File: src/rtl/pbclk_pkg.sv
package pbclk_pkg;
    typedef enum logic [1:0] {
        ST_LOCKED = 2'd0,
        ST_OPEN   = 2'd1,
        ST_APPLY  = 2'd2
    } seq_state_t;
endpackage

File: src/rtl/pbclk_phase.sv
// Free-running phase counter: one output period is div_i + 1 cycles.
module pbclk_phase #(
    parameter int DIV_W = 7
) (
    input  logic             clk,
    input  logic             rst_n,
    input  logic [DIV_W-1:0] div_i,
    output logic             period_end_o
);
    logic [DIV_W-1:0] cnt;

    assign period_end_o = (cnt == div_i);

    always_ff @(posedge clk) begin
        if (!rst_n) begin
            cnt <= '0;
        end else if (period_end_o) begin
            cnt <= '0;
        end else begin
            cnt <= cnt + 1'b1;
        end
    end

    // Counter only ever steps by one or wraps to zero: no shortened period.
    AST_PHASE_STEP: assert property (@(posedge clk) disable iff (!rst_n)
        (cnt != '0) |-> (cnt == $past(cnt) + 1'b1));
endmodule

File: src/rtl/pbclk_seq.sv
// Unlock / apply sequencer holding the pending and committed settings.
module pbclk_seq
    import pbclk_pkg::*;
#(
    parameter int               DIV_W      = 7,
    parameter int               KEY_W      = 16,
    parameter logic [KEY_W-1:0] UNLOCK_KEY = 16'hC35A,
    parameter logic [DIV_W-1:0] RESET_DIV  = 7'd1
) (
    input  logic             clk,
    input  logic             rst_n,
    input  logic             key_wr,
    input  logic [KEY_W-1:0] key_val,
    input  logic             ctrl_wr,
    input  logic             ctrl_en,
    input  logic [DIV_W-1:0] ctrl_div,
    input  logic             period_end,
    output logic [DIV_W-1:0] cur_div,
    output logic             cur_en,
    output logic             ready
);
    seq_state_t       state, nxt;
    logic [DIV_W-1:0] pend_div;
    logic             pend_en;
    logic             key_ok;

    assign key_ok = (key_val == UNLOCK_KEY);
    assign ready  = (state != ST_APPLY);

    always_comb begin
        nxt = state;
        unique case (state)
            ST_LOCKED: if (key_wr && key_ok) nxt = ST_OPEN;
            ST_OPEN: begin
                if (ctrl_wr)                nxt = ST_APPLY;
                else if (key_wr && !key_ok) nxt = ST_LOCKED;
            end
            ST_APPLY:  if (period_end) nxt = ST_LOCKED;
            default:   nxt = ST_LOCKED;
        endcase
    end

    always_ff @(posedge clk) begin
        if (!rst_n) state <= ST_LOCKED;
        else        state <= nxt;
    end

    always_ff @(posedge clk) begin
        if (!rst_n) begin
            pend_div <= RESET_DIV;
            pend_en  <= 1'b0;
            cur_div  <= RESET_DIV;
            cur_en   <= 1'b0;
        end else begin
            if (state == ST_OPEN && ctrl_wr) begin
                pend_div <= ctrl_div;
                pend_en  <= ctrl_en;
            end
            if (state == ST_APPLY && period_end) begin
                cur_div <= pend_div;
                cur_en  <= pend_en;
            end
        end
    end

    AST_DIV_AT_EDGE: assert property (@(posedge clk) disable iff (!rst_n)
        !$stable(cur_div) |-> $past(period_end));
    AST_READY_DROP: assert property (@(posedge clk) disable iff (!rst_n)
        $fell(ready) |-> $past(ctrl_wr));
    AST_READY_BACK: assert property (@(posedge clk) disable iff (!rst_n)
        $rose(ready) |-> $past(period_end));
endmodule

File: src/rtl/pbclk_divider.sv
module pbclk_divider #(
    parameter int               DIV_W      = 7,
    parameter int               KEY_W      = 16,
    parameter logic [KEY_W-1:0] UNLOCK_KEY = 16'hC35A,
    parameter logic [DIV_W-1:0] RESET_DIV  = 7'd1
) (
    input  logic             clk,
    input  logic             rst_n,
    input  logic             key_wr,
    input  logic [KEY_W-1:0] key_val,
    input  logic             ctrl_wr,
    input  logic             ctrl_en,
    input  logic [DIV_W-1:0] ctrl_div,
    output logic             pb_tick,
    output logic             stat_en,
    output logic [DIV_W-1:0] stat_div,
    output logic             div_ready
);
    logic period_end;

    pbclk_seq #(
        .DIV_W(DIV_W), .KEY_W(KEY_W),
        .UNLOCK_KEY(UNLOCK_KEY), .RESET_DIV(RESET_DIV)
    ) u_seq (
        .clk(clk), .rst_n(rst_n),
        .key_wr(key_wr), .key_val(key_val),
        .ctrl_wr(ctrl_wr), .ctrl_en(ctrl_en), .ctrl_div(ctrl_div),
        .period_end(period_end),
        .cur_div(stat_div), .cur_en(stat_en), .ready(div_ready)
    );

    pbclk_phase #(.DIV_W(DIV_W)) u_phase (
        .clk(clk), .rst_n(rst_n),
        .div_i(stat_div),
        .period_end_o(period_end)
    );

    assign pb_tick = period_end & stat_en;

    AST_DIV_HELD: assert property (@(posedge clk) disable iff (!rst_n)
        (div_ready && $past(div_ready)) |-> $stable(stat_div));
endmodule

File: config.mk
export PLATFORM = sky130hd
export DESIGN_NAME = pbclk_divider
export DESIGN_NICKNAME = d
export VERILOG_FILES = /design/src/rtl/pbclk_pkg.sv /design/src/rtl/pbclk_phase.sv /design/src/rtl/pbclk_seq.sv /design/src/rtl/pbclk_divider.sv
export SDC_FILE = /design/constraint.sdc
export NUM_CORES = 1
export LEC_CHECK = 0
export BUFFER_PORTS_ARGS = -buffer_cell sky130_fd_sc_hd__buf_2
export CAP_MARGIN = 20
export CORE_MARGIN = 5
export CORE_UTILIZATION = 50
export CTS_CLUSTER_SIZE = 25
export DETAILED_ROUTE_END_ITERATION = 10
export PLACE_DENSITY_LB_ADDON = 0.1
export SYNTH_ARGS = -nofsm -noshare
export SYNTH_HDL_FRONTEND = slang
export SYNTH_SLANG_ARGS = --single-unit
File: constraint.sdc
create_clock -name clk -period 3.7 [get_ports clk]
set_input_delay 0.555 -clock clk [delete_from_list [all_inputs] [get_ports clk]]
set_output_delay 0.555 -clock clk [all_outputs]
set_load 0.005 [all_outputs]
==> results of run 1 <==
==> cells in the mapped netlist, types with 2 or more instances <==
| cell type | instances | area [µm²] |
|---|---|---|
| clkbuf_1 | 3 | 11.3 |
| dfxtp_1 | 25 | 500 |
| inv_1 | 2 | 7.51 |
| mux2i_1 | 16 | 160 |
| nand2_1 | 20 | 75.1 |
| nand3_1 | 2 | 10.0 |
| nor2_1 | 18 | 67.6 |
| nor3_1 | 2 | 10.0 |
| xnor2_1 | 9 | 78.8 |
| xor2_1 | 3 | 26.3 |
==> cell usage in the layout, fill, tap and decap left out <==
master,count
xnor2_1,9
nor4_4,1
nor3_1,2
nor4b_1,1
clkinvlp_4,1
clkbuf_4,3
nand2b_1,1
o21ai_0,1
or2_2,1
dfxtp_1,25
o22ai_1,1
and2_1,1
ha_1,1
nand3b_1,1
nor4bb_1,1
xor2_1,3
mux2i_1,16
and4b_1,1
buf_2,37
nand4_1,1
nand2_1,20
nand4_2,1
inv_1,2
o31ai_1,1
a2111oi_0,1
nor2_1,18
nand3_1,2
==> sequential cells by signal, summed over array words and instances (netlist names) <==
| register | cells |
|---|---|
| u_seq.cur_en | 1 |
| u_phase.cnt | 7 |
| u_seq.cur_div | 7 |
| u_seq.pend_en | 1 |
| u_seq.pend_div | 7 |
| u_seq.state | 2 |
==> critical path: stages (launching register included) <==
cell,delay (ps)
dfxtp_1,460
xnor2_1,170
nand4_2,180
nor3_1,240
and2_1,160
buf_2,100
==> power by group through the flow <==
stage	clock network, µW	registers (µW)	logic, µW
after global routing	140	285	59.1
after global placement	0	289	50.3
after floorplan	0	288	33.1
final	123	283	52.2
after CTS	128	283	52.8
after detailed placement	0	289	52.3
==> layout make-up <==
cell class | count | area [µm²] | share of cell area
Clock inverter | 1 | 7.51 | 0.00569
Multi-Input combinational cell | 85 | 563 | 0.427
Tap cell | 27 | 33.8 | 0.0256
Sequential cell | 25 | 500 | 0.379
Timing Repair Buffer | 37 | 185 | 0.140
Inverter | 2 | 7.51 | 0.00569
Clock buffer | 3 | 22.5 | 0.0171
==> path summary, 6_finish.rpt <==
check / startpoint / end / depth (start not counted)
worst min register to register: u_seq.state[1]$_SDFFE_PN0P_ / u_seq.state[0]$_SDFFE_PN0P_ / 1
worst min-delay path: ctrl_div[0] / u_seq.pend_div[0]$_SDFFE_PN1P_ / 3
worst max register to register: u_phase.cnt[3]$_SDFF_PP0_ / u_phase.cnt[3]$_SDFF_PP0_ / 4
worst max-delay path: u_phase.cnt[3]$_SDFF_PP0_ / pb_tick / 5
==> cells by family after synthesis <==
| logic type | synth area share |
|---|---|
| fa+ha+maj | 0.0115 |
| simple gates | 0.237 |
| flops | 0.460 |
| compound gates | 0.0253 |
| buf+inv | 0.0219 |
| mux | 0.147 |
| xor+xnor | 0.0967 |
==> per-layer routing <==
layer  wire length (µm)  vias up
met2               1110       24
met1               1050      407
met3                141        4
li1                   -      460
met5                  0        -
met4                 36        0
==> metrics by stage <==
step	util	area, µm²	setup WS, ps	power, µW	instances
after floorplan	-	1090	2140	321	116
after global placement	0.638	1290	1950	339	176
after detailed placement	0.638	1290	1920	341	176
after CTS	0.653	1320	1530	464	180
after global routing	0.653	1320	1380	484	180
final	0.653	1320	1510	459	180
==> flow_summary_export.csv, run 1 <==
group,metric,value,unit
logic_synthesis,async_flop_share,0,
global_routing,antenna_found_initial,0,
global_routing,grt-ovfl-total,0,
logic_synthesis,yosysWarnings,0,
floorplanning,die-area,3210,µm²
global_routing,grt_pass1_vias,929,
power,switching_share,0.253,
clocking,path_clk_slew,140,ps
clocking,clockRootBuffer,"clkbuf_4",
power,power_density,348,nW/µm²
detailed_routing,vias,895,
floorplanning,start_util,0.538,
logic_synthesis,syn_avg_cell_area,9.37,µm²
power,ir_drop,0.000301,V
global_routing,grt_use_met1,0.178,
cells_and_area,antenna_cells,0,
floorplanning,io_pins,38,
floorplanning,coreArea,2020,µm²
cells_and_area,fillers,185,
detailed_routing,routedWlPerCell,13.0,µm
logic_synthesis,ys_seq_elements,25,
sta,timing.fmax,456,MHz
sta,hold_ws,432,ps
global_routing,grt_start_max_net_pins,18,
flow_run,maxCapViolations,0,
placement,post-dp-hpwl,1.79,mm
detailed_routing,firstDrtPassIters,3,
global_routing,globalRouteMet2Util,0.271,
critical_path,reg2reg_slack,1940,ps
sta,finalCritPeriodShare,0.593,
sta,rsz0062_at_grt,"false",
critical_path,crit_type,"reg -> out",
placement,place_congestion,0.833,
detailed_routing,ant_nets,0,
power,p_leak,0.000579,µW
global_routing,grt-busiest-layer,"met2",
sta,setup_viol,0,
clocking,cts_resized,0,
floorplanning,die_h,56.6,µm
power,comb_power_share,0.114,
clocking,postCtsSetupBuffers,0,
sta,skew,3.66,ps
sta,hold_viol,0,
clocking,htreeDepth,1,
clocking,cts_buffers,3,
logic_synthesis,synthCells,116,
detailed_routing,viasPerCell,4.97,
power,p_seq_frac,0.618,
clocking,cts_tree,"done",
sta,drv_slew,0,
power,p_sw,116,µW
logic_synthesis,ys_types,26,
global_routing,grt_pass1_wl,4.01,mm
critical_path,crit_path_max_fanout,4,
status,status,"finished clean",
clocking,clock_path_buffers,2,
logic_synthesis,synth-main-ff-cell,"dfxtp_1",
critical_path,cp.arrival,1640,ps
global_routing,grt.total_usage,0.159,
sta,totalNegativeSetupSlack,0,ps
cells_and_area,area_growth,21.4,%
logic_synthesis,synth_edf_count,0,
global_routing,gr-usage-met3,0.0528,
critical_path,worstSetupStartpointType,"register",
sta,layout_min_cycle_time,2190,ps
sta,worst_pin_slew,769,ps
clocking,cts_hold_buffers,0,
detailed_routing,drt_iter0_markers,9,
clocking,clock_latency,320,ps
detailed_routing,drc,0,
placement,port_buffers,37,
floorplanning,die_w,56.6,µm
critical_path,cp.required,3140,ps
logic_synthesis,synth_nets,145,
logic_synthesis,synth_area,1090,µm²
floorplanning,rows,16,
critical_path,end_kind,"primary output",
power,intPower,343,µW
clocking,cts_sinks,25,
cells_and_area,drive_gt1_frac,0.288,
power,pwr-share-clk,0.269,
sta,relSlewSlack,0.483,
cells_and_area,final_nets,183,
detailed_routing,wl,2.34,mm
logic_synthesis,seq_area_frac_synth,0.460,
hold_path,hold_class,"in -> reg",
No activity file was read; power rests on OpenSTA's default activity.
==> inputs of run 2 (changes only) <==
CORE_UTILIZATION = 43   (was 50)
clock period = 1.95 ns   (was 3.7 ns; I/O delays follow)
==> run 2 against run 1 <==
Core utilization shrank 9.9 points; clock skew increased by 9.0 ps; cell count rose by 3.3%; clock power increased by 100%.
==> flow_summary_export.csv, run 2 (same netlist as run 1, synthesis figures left out) <==
group,metric,value,unit
status,status,"finished clean",
hold_path,hold_class,"in -> reg",
placement,dpl_cell_area,1320,µm²
power,comb_power_share,0.117,
critical_path,path_cells,"xnor2_1, nand4_2, nor3_2, and2_1, buf_2",
sta,timing.fmax,554,MHz
critical_path,end_kind,"primary output",
cells_and_area,layout_commonest_cell,"buf_2",
power,p_sw,231,µW
clocking,clock_latency,340,ps
cells_and_area,drive_gt1_frac,0.314,
power,p_leak,0.000603,µW
placement,dp_cells,182,
cells_and_area,reg.largest.list,"u_phase.cnt (7), u_seq.cur_div (7), u_seq.pend_div (7)",
critical_path,worst_path_max_delay_cell,"dfxtp_1",
floorplanning,start_util,0.443,
floorplanning,rows,18,
power,power_density,656,nW/µm²
global_routing,grt-ovfl-total,0,
clocking,cts_tree,"done",
cells_and_area,antenna_cells,0,
floorplanning,io_pins,38,
power,switching_share,0.259,
critical_path,cp.required,1660,ps
sta,finalCritPeriodShare,0.926,
global_routing,antenna_found_initial,0,
sta,totalNegativeSetupSlack,0,ps
power,intPower,662,µW
global_routing,grt_pass1_vias,854,
detailed_routing,vias,872,
floorplanning,coreArea,2450,µm²
sta,hold_ws,158,ps
floorplanning,die_w,60.3,µm
cells_and_area,layout_common_cells,"37 x buf_2, 25 x dfxtp_1, 20 x nand2_1, 18 x nor2_1, 16 x mux2i_1",
global_routing,grt.total_usage,0.137,
critical_path,crit_path_max_fanout,4,
power,pwr-share-clk,0.281,
detailed_routing,drt_iter0_markers,1,
sta,layout_min_cycle_time,1810,ps
placement,place_congestion,0.735,
sta,drv_slew,0,
sta,setup_viol,0,
detailed_routing,ant_nets,0,
power,p_seq_frac,0.602,
critical_path,cp.arrival,1510,ps
flow_run,maxCapViolations,0,
clocking,cts_sinks,25,
critical_path,worstSetupStartpointType,"register",
global_routing,grt_pass1_wl,3.64,mm
cells_and_area,area_growth,25.1,%
critical_path,slowest_delay,420,ps
cells_and_area,final_util,0.554,
cells_and_area,fin_area,1360,µm²
placement,post-dp-hpwl,1.76,mm
clocking,clock_path_buffers,2,
floorplanning,die-area,3630,µm²
placement,port_buffers,37,
clocking,htreeDepth,1,
sta,worst_pin_slew,563,ps
detailed_routing,drc,0,
floorplanning,die_h,60.3,µm
critical_path,cp.depth,5,
detailed_routing,viasPerCell,4.69,
critical_path,crit_buf_inv,1,
critical_path,path_delay_family,"simple AND/OR/NAND/NOR gates",
clocking,cts_buffers,3,
hold_path,whs_path_depth,2,
power,ir_drop,0.000598,V
sta,hold_viol,0,
detailed_routing,firstDrtPassIters,3,
cells_and_area,final_nets,186,
clocking,path_clk_slew,130,ps
sta,skew,12.7,ps
critical_path,worstRegToRegCells,5,
clocking,clockRootBuffer,"clkbuf_4",
sta,relSlewSlack,0.624,
detailed_routing,wl,2.19,mm
sta,rsz0062_at_grt,"false",
clocking,postCtsSetupBuffers,0,
cells_and_area,final_cells,186,
critical_path,crit_type,"reg -> out",
global_routing,grt_start_max_net_pins,18,
cells_and_area,fillers,249,
detailed_routing,routedWlPerCell,11.8,µm
run 2: what timing repair did:
item | CTS | global route
gates resized for setup | 0 | 2
endpoints found under the setup margin | 0 | 1
hold buffers | 0 | 0
run 2: per-layer routing:
| layer | global-route usage | wire, µm | up-vias | part of all wire |
|---|---|---|---|---|
| met3 | 0.0583 | 143 | 4 | 0.065 |
| li1 | - | - | 470 | - |
| met2 | 0.239 | 1060 | 24 | 0.49 |
| met4 | 0.0475 | 26 | 0 | 0.012 |
| met1 | 0.148 | 954 | 374 | 0.44 |
| met5 | 0 | 0 | - | 0 |
run 2: worst paths after layout:
check | slack, ps | end | start
worst max-delay path | 140 | pb_tick | u_phase.cnt[4]$_SDFF_PP0_
worst min-delay path | 160 | u_seq.state[0]$_SDFFE_PN0P_ | key_wr
worst max register to register | 320 | u_seq.cur_div[5]$_SDFFE_PN0P_ | u_phase.cnt[2]$_SDFF_PP0_
worst min register to register | 470 | u_seq.state[0]$_SDFFE_PN0P_ | u_seq.state[1]$_SDFFE_PN0P_
run 2: area by class of cell:
type	count	area, µm²	area share
clock inverters	1	8.76	0.00644
clock buffers	3	22.5	0.0166
well taps	30	37.5	0.0276
multi-input cells	85	576	0.423
flip-flops and latches	25	500	0.368
inverters	2	7.51	0.00552
repair buffers	40	208	0.153
run 2: power groups by stage:
stage	logic (µW)	clock network (µW)	registers, µW
floorplan	62.9	0	546
global placement	102	0	548
detailed placement	104	0	549
CTS	104	265	538
global route	118	290	540
finish	104	251	538
run 2: stage by stage:
stage          total power [µW]  worst slack (ps)
2_1_floorplan               608               523
3_3_place_gp                650               352
3_5_place_dp                653               336
4_1_cts                     907              42.9
5_1_grt                     948              18.8
6_report                    892               144
